`config.mk`:
```
export PLATFORM = sky130hd
export DESIGN_NAME = dmac4_top
export DESIGN_NICKNAME = d
export VERILOG_FILES = /design/src/rtl/dmac_pkg.sv /design/src/rtl/dmac_prio.sv /design/src/rtl/dmac_chan.sv /design/src/rtl/dmac4_top.sv
export SDC_FILE = /design/constraint.sdc
export NUM_CORES = 1
export LEC_CHECK = 0
export CORE_MARGIN = 3
export CORE_UTILIZATION = 35
export CTS_BUF_LIST = sky130_fd_sc_hd__clkbuf_8
export DETAILED_ROUTE_END_ITERATION = 8
export DONT_BUFFER_PORTS = 1
export PLACE_DENSITY = 0.51
export SYNTH_ARGS = -nofsm -noshare
export SYNTH_HDL_FRONTEND = slang
export SYNTH_SLANG_ARGS = --single-unit
```
`constraint.sdc`:
```
create_clock -name clk -period 3.7 [get_ports clk]
set_clock_uncertainty 0.05 [all_clocks]
set_input_delay 0.74 -clock clk [delete_from_list [all_inputs] [get_ports clk]]
set_output_delay 0.74 -clock clk [all_outputs]
set_load 0.02 [all_outputs]
```
`src/rtl/dmac_pkg.sv`:
```
package dmac_pkg;

  // mode byte bits 7:2 (bits 1:0 select the channel)
  typedef struct packed {
    logic [1:0] kind;      // 01 single, 11 cascade
    logic       dec;       // address steps downward
    logic       autoinit;  // reload on terminal count
    logic [1:0] dir;       // transfer direction code
  } chan_mode_t;

  localparam logic [1:0] KIND_CASCADE = 2'b11;

  localparam logic [3:0] OFS_CMD     = 4'h8;
  localparam logic [3:0] OFS_SWREQ   = 4'h9;
  localparam logic [3:0] OFS_MASK1   = 4'hA;
  localparam logic [3:0] OFS_MODE    = 4'hB;
  localparam logic [3:0] OFS_PTRCLR  = 4'hC;
  localparam logic [3:0] OFS_MCLR    = 4'hD;
  localparam logic [3:0] OFS_UNMASK  = 4'hE;
  localparam logic [3:0] OFS_MASKALL = 4'hF;

endpackage

```
`src/rtl/dmac_prio.sv`:
```
module dmac_prio #(
  parameter int N = 4
) (
  input  logic [N-1:0] req,
  output logic [N-1:0] win
);
  always_comb begin
    logic found;
    found = 1'b0;
    win   = '0;
    for (int i = 0; i < N; i++) begin
      if (req[i] && !found) begin
        win[i] = 1'b1;
        found  = 1'b1;
      end
    end
  end
endmodule

```
`src/rtl/dmac_chan.sv`:
```
module dmac_chan #(
  parameter int BYTE_W = 8,
  parameter int REG_W  = 2 * BYTE_W
) (
  input  logic                 clk,
  input  logic                 rst,
  input  logic                 ld_addr,
  input  logic                 ld_cnt,
  input  logic                 ld_hi,
  input  logic [BYTE_W-1:0]    wbyte,
  input  logic                 mode_we,
  input  dmac_pkg::chan_mode_t mode_in,
  input  logic                 step,
  output logic [REG_W-1:0]     cur_addr,
  output logic [REG_W-1:0]     cur_cnt,
  output dmac_pkg::chan_mode_t mode,
  output logic                 tc_hit
);
  logic [REG_W-1:0] base_addr, base_cnt;

  assign tc_hit = step && (cur_cnt == '0);

  always_ff @(posedge clk) begin
    if (rst) begin
      base_addr <= '0;
      base_cnt  <= '0;
      cur_addr  <= '0;
      cur_cnt   <= '0;
      mode      <= '0;
    end else begin
      if (mode_we) mode <= mode_in;

      // host loads take precedence over a transfer step
      if (ld_addr) begin
        if (ld_hi) begin
          base_addr[REG_W-1:BYTE_W] <= wbyte;
          cur_addr[REG_W-1:BYTE_W]  <= wbyte;
        end else begin
          base_addr[BYTE_W-1:0] <= wbyte;
          cur_addr[BYTE_W-1:0]  <= wbyte;
        end
      end else if (step) begin
        if (tc_hit && mode.autoinit) cur_addr <= base_addr;
        else if (mode.dec)           cur_addr <= cur_addr - 1'b1;
        else                         cur_addr <= cur_addr + 1'b1;
      end

      if (ld_cnt) begin
        if (ld_hi) begin
          base_cnt[REG_W-1:BYTE_W] <= wbyte;
          cur_cnt[REG_W-1:BYTE_W]  <= wbyte;
        end else begin
          base_cnt[BYTE_W-1:0] <= wbyte;
          cur_cnt[BYTE_W-1:0]  <= wbyte;
        end
      end else if (step) begin
        if (tc_hit && mode.autoinit) cur_cnt <= base_cnt;
        else                         cur_cnt <= cur_cnt - 1'b1;
      end
    end
  end
endmodule

```
`src/rtl/dmac4_top.sv`:
```
module dmac4_top #(
  parameter int NCH    = 4,
  parameter int BYTE_W = 8
) (
  input  logic                  clk,
  input  logic                  rst,
  input  logic [3:0]            host_addr,
  input  logic [BYTE_W-1:0]     host_wdata,
  input  logic                  host_wr,
  input  logic                  host_rd,
  output logic [BYTE_W-1:0]     host_rdata,
  input  logic [NCH-1:0]        chan_dreq,
  output logic [NCH-1:0]        chan_ack,
  input  logic                  bus_grant,
  output logic                  hold_req,
  input  logic                  hold_ack,
  output logic [2*BYTE_W-1:0]   xfer_addr,
  output logic [1:0]            xfer_dir
);
  import dmac_pkg::*;

  localparam int REG_W = 2 * BYTE_W;
  localparam int SEL_W = $clog2(NCH);

  logic                 ff_q, cmd_off_q, busy_q, hold_req_q, mclr;
  logic [NCH-1:0]       mask_q, mask_d, swreq_q, swreq_d, tc_q, tc_d;
  logic [NCH-1:0]       tc_set, ai_vec, casc_vec, go_vec, req_raw;
  logic [NCH-1:0]       single_el, casc_el, single_win, casc_win, ack_q;
  logic [REG_W-1:0]     addr_arr [NCH];
  logic [REG_W-1:0]     cnt_arr  [NCH];
  chan_mode_t           mode_arr [NCH];
  logic [REG_W-1:0]     sel_addr, rd_word, xfer_addr_q;
  logic [1:0]           sel_dir, xfer_dir_q;
  logic [BYTE_W-1:0]    rd_value, rdata_q;
  logic                 wr_chreg, rd_chreg, rd_status, can_go;
  logic [SEL_W-1:0]     reg_sel, data_sel;

  // ---------------- host decode ----------------
  assign reg_sel   = host_addr[SEL_W:1];
  assign data_sel  = host_wdata[SEL_W-1:0];
  assign wr_chreg  = host_wr && !host_addr[3];
  assign rd_chreg  = host_rd && !host_wr && !host_addr[3];
  assign rd_status = host_rd && !host_wr && (host_addr == OFS_CMD);
  assign mclr      = host_wr && (host_addr == OFS_MCLR);

  // ---------------- channels ----------------
  for (genvar i = 0; i < NCH; i++) begin : g_chan
    dmac_chan #(.BYTE_W(BYTE_W), .REG_W(REG_W)) u_chan (
      .clk      (clk),
      .rst      (rst),
      .ld_addr  (wr_chreg && (reg_sel == SEL_W'(i)) && !host_addr[0]),
      .ld_cnt   (wr_chreg && (reg_sel == SEL_W'(i)) &&  host_addr[0]),
      .ld_hi    (ff_q),
      .wbyte    (host_wdata),
      .mode_we  (host_wr && (host_addr == OFS_MODE) && (data_sel == SEL_W'(i))),
      .mode_in  (chan_mode_t'(host_wdata[7:2])),
      .step     (go_vec[i]),
      .cur_addr (addr_arr[i]),
      .cur_cnt  (cnt_arr[i]),
      .mode     (mode_arr[i]),
      .tc_hit   (tc_set[i])
    );
    assign ai_vec[i]   = mode_arr[i].autoinit;
    assign casc_vec[i] = (mode_arr[i].kind == KIND_CASCADE);
  end

  // ---------------- request selection ----------------
  assign req_raw   = chan_dreq | swreq_q;
  assign single_el = req_raw & ~mask_q & ~casc_vec;
  assign casc_el   = chan_dreq & ~mask_q & casc_vec;
  assign can_go    = bus_grant && !hold_ack && !cmd_off_q && !busy_q;
  assign go_vec    = can_go ? single_win : '0;

  dmac_prio #(.N(NCH)) u_prio_single (.req(single_el), .win(single_win));
  dmac_prio #(.N(NCH)) u_prio_casc   (.req(casc_el),   .win(casc_win));

  always_comb begin
    sel_addr = '0;
    sel_dir  = '0;
    for (int i = 0; i < NCH; i++) begin
      if (go_vec[i]) begin
        sel_addr = addr_arr[i];
        sel_dir  = mode_arr[i].dir;
      end
    end
  end

  // ---------------- read path ----------------
  always_comb begin
    rd_word  = host_addr[0] ? cnt_arr[reg_sel] : addr_arr[reg_sel];
    rd_value = '0;
    if (!host_addr[3])
      rd_value = ff_q ? rd_word[REG_W-1:BYTE_W] : rd_word[BYTE_W-1:0];
    else if (host_addr == OFS_CMD)
      rd_value = BYTE_W'({req_raw, tc_q});
  end

  // ---------------- control state next values ----------------
  always_comb begin
    mask_d  = mask_q;
    swreq_d = swreq_q;
    tc_d    = tc_q;
    if (host_wr) begin
      case (host_addr)
        OFS_SWREQ:   swreq_d[data_sel] = host_wdata[2];
        OFS_MASK1:   mask_d[data_sel]  = host_wdata[2];
        OFS_UNMASK:  mask_d = '0;
        OFS_MASKALL: mask_d = host_wdata[NCH-1:0];
        OFS_MCLR: begin
          mask_d  = '1;
          swreq_d = '0;
          tc_d    = '0;
        end
        default: ;
      endcase
    end
    if (rd_status) tc_d = '0;
    tc_d    = tc_d | tc_set;
    mask_d  = mask_d | (tc_set & ~ai_vec);
    swreq_d = swreq_d & ~tc_set;
  end

  always_ff @(posedge clk) begin
    if (rst) begin
      mask_q      <= '1;
      swreq_q     <= '0;
      tc_q        <= '0;
      ff_q        <= 1'b0;
      cmd_off_q   <= 1'b0;
      busy_q      <= 1'b0;
      ack_q       <= '0;
      hold_req_q  <= 1'b0;
      xfer_addr_q <= '0;
      xfer_dir_q  <= '0;
      rdata_q     <= '0;
    end else begin
      mask_q  <= mask_d;
      swreq_q <= swreq_d;
      tc_q    <= tc_d;

      if (mclr || (host_wr && host_addr == OFS_PTRCLR)) ff_q <= 1'b0;
      else if (wr_chreg || rd_chreg)                    ff_q <= ~ff_q;

      if (mclr)                                  cmd_off_q <= 1'b0;
      else if (host_wr && host_addr == OFS_CMD)  cmd_off_q <= host_wdata[2];

      busy_q     <= |go_vec;
      ack_q      <= go_vec | (hold_ack ? casc_win : '0);
      hold_req_q <= |casc_el;

      if (|go_vec) begin
        xfer_addr_q <= sel_addr;
        xfer_dir_q  <= sel_dir;
      end

      rdata_q <= (host_rd && !host_wr) ? rd_value : '0;
    end
  end

  assign host_rdata = rdata_q;
  assign chan_ack   = ack_q;
  assign hold_req   = hold_req_q;
  assign xfer_addr  = xfer_addr_q;
  assign xfer_dir   = xfer_dir_q;

endmodule

```
---- Yosys cells after proc, flatten, opt, wreduce, memory -nomap -nowiden ----
Index checks and enable logic that the tools add are counted.
W data, S select, Z words.
word-level totals
  bits in read-only memories .............. 0
  RAM bits ................................ 0
  bits in registers ....................... 326
  input bits .............................. 22
  output and inout bits ................... 31
  memories kept ........................... 0
  bits in latches ......................... 0
operators by class
  reduce and logical (&&, ||, !) cells .... 107
  shift-type cells ........................ 0
  divide/modulo/power cells ............... 0
  $add $sub $neg .......................... 12
  order comparisons ....................... 3
  bitwise logic cells ..................... 17
  muxes and demuxes ....................... 73
  $mul .................................... 0
  eq/ne operators ......................... 34
operators by type and width
  cell                     number
  $mux W16                 37
  $sub A16 B1 Y16 const B  8
  $add A16 B1 Y16 const B  4
  $bmux W16 S2             2
  $logic_not A16 Y1        4
  $reduce_and A2 Y1        32
  $logic_and A1 B1 Y1      42
  $mux W8                  5
  $eq A4 B4 Y1 const B     8
  $ne A2 B2 Y1 const B     16
  $mux W4                  7
  $and A4 B4 Y4            6
  $eq A2 B2 Y1 const B     8
  $not A4 Y4               4
  $or A4 B4 Y4             4
  $pmux W4 S4              1
  $reduce_bool A2 Y1       8
  $mux W1                  13
  $logic_not A1 Y1         12
  $bwmux W4                2
  $mux W2                  4
  $pmux W4 S2              1
  $reduce_or A4 Y1         2
  $reduce_or A2 Y1         3
  other kinds (9)          13

---- Depth between registers and ports, before layout ----
  depth in word-level cells ............... 19
  mapped depth ............................ 11
  mapped depth without buffers ............ 9

---- Hierarchy ----
A second synthesis with hierarchy kept.
unflattened totals
  cell total of the unflattened synthesis .. 2498
  area, all modules ....................... 19799.0 um^2
modules (own cells, without submodules)
  module                             cells each  times used  area each (um^2)  seq. area each (um^2)
  dmac_chan at g_chan[1].u_chan ...  518         3           3985.1            1401.3
  dmac_chan at g_chan[0].u_chan      526         1           4035.1            1401.3
  dmac4_top                          410         1           3736.1            920.9
  dmac_prio                          4           2           36.3              0.0

---- Worst setup path before layout ----
OpenSTA, ideal clock, no wires.
  path kind ............................... flip-flop to flip-flop
  start ................................... register g_chan[0].u_chan.mode[3] in the netlist's numbering
  end ..................................... register g_chan[0].u_chan.cur_addr[13]
  setup time .............................. 0.070 ns
  arrival ................................. 2.892 ns
  cell stages (with the launch flop) ...... 10
  setup slack ............................. 0.688 ns
  data required time ...................... 3.580 ns
  cell sequence ........................... dfxtp_1 ha_1 or2_2 a21oi_1 a211oi_1 or3_1 o311ai_0 a21oi_1 or3b_2 a21oi_1
on the way
  cells in the longest elaborated chain, start to end .. 4
ends and longest elaborated chain
  item                    RTL line         RTL
  from (decl)             dmac_chan.sv:16  output dmac_pkg::chan_mode_t mode,
  from (signal assigned)  dmac_chan.sv:31  if (mode_we) mode <= mode_in;
  $mux W16                dmac_chan.sv:44  else if (mode.dec) cur_addr <= cur_addr - 1'b1;
  $mux W16                dmac_chan.sv:43  if (tc_hit && mode.autoinit) cur_addr <= base_addr;
  $mux W16                dmac_chan.sv:42  end else if (step) begin
  $mux W16                dmac_chan.sv:34  if (ld_addr) begin
  to (signal assigned)    dmac_chan.sv:43
  to (signal assigned)    dmac_chan.sv:44
  to (signal assigned)    dmac_chan.sv:45  else cur_addr <= cur_addr + 1'b1;
  to (decl)               dmac_chan.sv:14  output logic [REG_W-1:0] cur_addr,
Every way passes these cells. The select of a mux whose other input is x is not followed.
A chain may end at the register's enable or synchronous reset.

---- Final worst setup path ----
Ends and elaborated chain as after synthesis.

==> results.md <==
* Layout Area Growth over Synthesis at 10.4%
* Clock tree sinks at 326
* TritonCTS clock tree: done
* Category of the most critical setup path: register to register
* Violation count after the first detailed-route iteration at around 1800
* Via count at between 15000 and 20000
* Xor/xnor share of the synthesized area at 0.0459
* Number of buffers on the longest clock path at 3
* Antenna violations before repair at 4
* Yosys reg bits at 326
* Final design utilization at 0.393
* Arrival time worst endpoint at 3.77 ns
* Design area at 0.0208 mm²
* NumNets Final at 2410
* Clock tree root driver cell: clkbuf_8
* Count of synthesis-stage warnings from yosys at 0
* Total of hold buffers inserted after clock tree synthesis at 0
* Worst hold path stage count at 1
* P per Cell Area at 388 mW/mm²
* Final Hold Violating Endpoints at 0
* Part of the Yosys area used for sequential elements at 0.346
* Post-synthesis instance total at between 2000 and 2500
* Area inside the core boundary at 0.0530 mm²
* Max-slew violation count at 0
* Count of cells along the worst register-to-register path at 9
* Highest clock rate at 310 MHz
* Final WL at 69200 µm
* Clock latency on the worst-skew pair at between 0.6 and 0.7 ns
* Required time at the worst-slack endpoint at between 4 and 5 ns
* Commonest non-fill, non-tap cells in the layout: nand2_1, dfxtp_1, nor2_1
* CP Launch Type: register
* Post-synth EDFFs at 0
* Fraction of layout instances using a drive strength above 1 at 0.102
* Pin count of the biggest net entering global routing at 294
* Starting Density at 0.356
* Number of buffers added by the clock tree synthesis step at 60
* Relative max-transition margin at 0.313
* Reg-to-reg slack, setup at between 0.4 and 0.5 ns
* Worst IR drop on VDD at 0.219 mV
* RSZ-0062 raised after global routing: false
* Global-route wire length before repair at 105000 µm
* Synthesized area at between 0.015 and 0.02 mm²
* Worst hold-check path type: primary input to register
* Cell variety after synth at 84
* Number of violations of the max-capacitance limit at 0
* Worst r2r src: g_chan[0].u_chan.mode[3]
* Most common cell after layout, fill and taps aside: nand2_1
* Boundary pin count at 53
* Setup Total Neg Slack at 0 ns
* Leading register cell type out of synthesis: dfxtp_1
* Highest metal layer with signal wires: met4
* PortBufs at 0
* Leakage dissipation at 8.11 nW
* Max H-tree Level at 2
* Combinational family with the most area after synthesis: compound AO/OA/AOI/OAI gates
* R2r endpoint: g_chan[0].u_chan.cur_addr[13]
* Fillcell total at approximately 5500
* HPWL after detailed placement at 45800 µm
* Min-Delay Endpoint: g_chan[2].u_chan.cur_addr[6]
* Least-Margin Pin Slew at 1.03 ns
* Avg Synthesized Cell Area at ~8.0 µm²
* Via count of the first global-routing pass at 16955
* Die outline height at ~240 µm
* Complex-gate fraction of the synthesized area at 0.246
* Routability congestion estimate at 0.953
* Sort of element at the end of the critical path: register
* Aggregate global-route resource usage at 0.238
* Adder-cell area share of the yosys netlist at 0.0467
* DR WL met2 at 31200 µm
* Tcrit/Tclk final at 0.872
* Setup violation total in the final timing report at 0
* # diodes at 0
* Share of synthesized flip-flops with an asynchronous set or reset at 0
* Die Span X at about 240 µm
* Antenna viol nets, final at 0
* Area after detailed placement at 0.0196 mm²
* Final routed wire length divided by cell count at 22.6 µm
* Max Fanout on Critical Path at 9
* Final min period at 3.23 ns
* Post-CTS Setup Repair Bufs at 0
* Number of remaining DRC errors at 0
* Placement Rows at 84
* Clock slew at the register clock pins of the worst setup and hold paths at 0.06 ns
* Origin of the worst min-delay path: rst
* Post-Route Hold Slack at 0.117 ns
* DR WL met3 at 5300 µm
* Ratio of routed vias to standard cells at between 5 and 6
* Mapped Nets at 2439
* Total congestion overflow after global routing at 0
* Detailed-routing iteration count for the pre-antenna-repair pass at 9
* Mux cell area share after synthesis at 0.0727
* Status: finished clean
* Resized cells post-CTS at 0
* Post-Synth Simple-Gate Area at 0.203
* Full die area at 0.0568 mm²
* Sum of routed wire segments on met1 at around 30000 µm
-- how the worst max path moves through the flow --
stage | endpoint | slack (ns) | cells past startpoint | from
global placement | g_chan[0].u_chan.cur_addr[9] | 0.47 | 8 | hold_ack
detailed placement | g_chan[1].u_chan.cur_addr[4] | 0.39 | 8 | hold_ack
CTS | g_chan[0].u_chan.cur_addr[14] | 0.48 | 9 | g_chan[0].u_chan.cur_addr[0]
global route | g_chan[0].u_chan.cur_addr[14] | 0.15 | 9 | g_chan[0].u_chan.cur_addr[0]
floorplan | g_chan[0].u_chan.cur_addr[13] | 0.69 | 9 | g_chan[0].u_chan.mode[3]
finish | g_chan[0].u_chan.cur_addr[13] | 0.47 | 9 | g_chan[0].u_chan.mode[3]
-- cells by family (layout without fill, tap and decap cells) --
logic type / after synthesis / count (layout)
AOI/OAI and AO/OA: 721 / 721
xor gates and xnor gates: 99 / 99
adders and majority gates: 68 / 68
buffers and inverters: 183 / 203
DFF: 326 / 326
muxes: 87 / 87
and+or+nand+nor: 865 / 865
-- stage by stage --
step           setup slack [ns]  std cells  total power, mW
4_1_cts                   0.478       3057             8.17
3_3_place_gp              0.469       2946             4.47
5_1_grt                   0.151       3057             8.42
6_report                  0.472       3057             8.09
3_5_place_dp              0.392       2946             4.48
2_1_floorplan             0.688       2349             4.39
-- worst max-delay path: stages, from the launching register on --
cell	delay [ns]
dfxtp_1	0.53
ha_1	0.33
or2_2	0.31
a21oi_1	0.27
a211oi_1	0.10
or3_1	0.41
o311ai_0	0.46
a21oi_1	0.12
or3b_2	0.44
a21oi_1	0.13
-- where the power goes --
part / internal [mW] / switching [mW]
registers: 3.56 / 0.0799
logic: 0.351 / 0.420
clock network: 2.01 / 1.67
-- routing by layer --
| layer | vias to the layer above | GRT usage |
|---|---|---|
| met5 | - | 0 |
| met4 | 0 | 0.0872 |
| met3 | 130 | 0.0473 |
| met2 | 650 | 0.381 |
| met1 | 8676 | 0.321 |
| li1 | 8473 | - |
-- final cells by class --
cell class                      instances  area [µm²]  share of cell area
Clock buffer                           74        1020              0.0489
Clock inverter                         37         245              0.0118
Inverter                               30         113             0.00540
Multi-Input combinational cell       1840       11600               0.557
Sequential cell                       326        6530               0.313
Tap cell                              688         861              0.0413
Timing Repair Buffer                   62         465              0.0223
-- registers in the layout, summed over array words and instances (netlist names), 8 cells and up --
signal / flops
xfer_addr: 16
g_chan.u_chan.cur_addr: 64
g_chan.u_chan.base_addr: 64
g_chan.u_chan.cur_cnt: 64
g_chan.u_chan.base_cnt: 64
host_rdata: 8
g_chan.u_chan.mode: 24
-- cell usage after synthesis, types with 7 or more instances --
cell	n	area, µm²
xor2_1	35	307
a21o_1	15	113
a311oi_1	7	61.3
o221ai_1	9	78.8
and3_1	8	50.1
nor2_1	244	916
dfxtp_1	326	6530
o211ai_1	69	518
a22oi_1	21	158
xnor2_1	64	561
a222oi_1	18	180
ha_1	64	801
a221oi_1	7	61.3
buf_2	11	55.1
clkbuf_1	128	480
o21a_1	16	120
nand3b_1	9	67.6
nor2b_1	18	113
a211oi_2	16	200
inv_1	28	105
o22ai_1	19	119
a31oi_1	10	62.6
a211oi_1	74	556
nor3_1	52	260
mux4_2	40	901
nand2_1	397	1490
nand3_1	37	185
buf_1	8	30.0
nor4_1	17	106
nand2b_1	13	81.3
mux2i_1	46	460
a21oi_1	226	1130
o211a_1	15	150
or3_1	12	75.1
o21ai_0	159	796
Note: power is estimated with default switching activity, not from simulation.
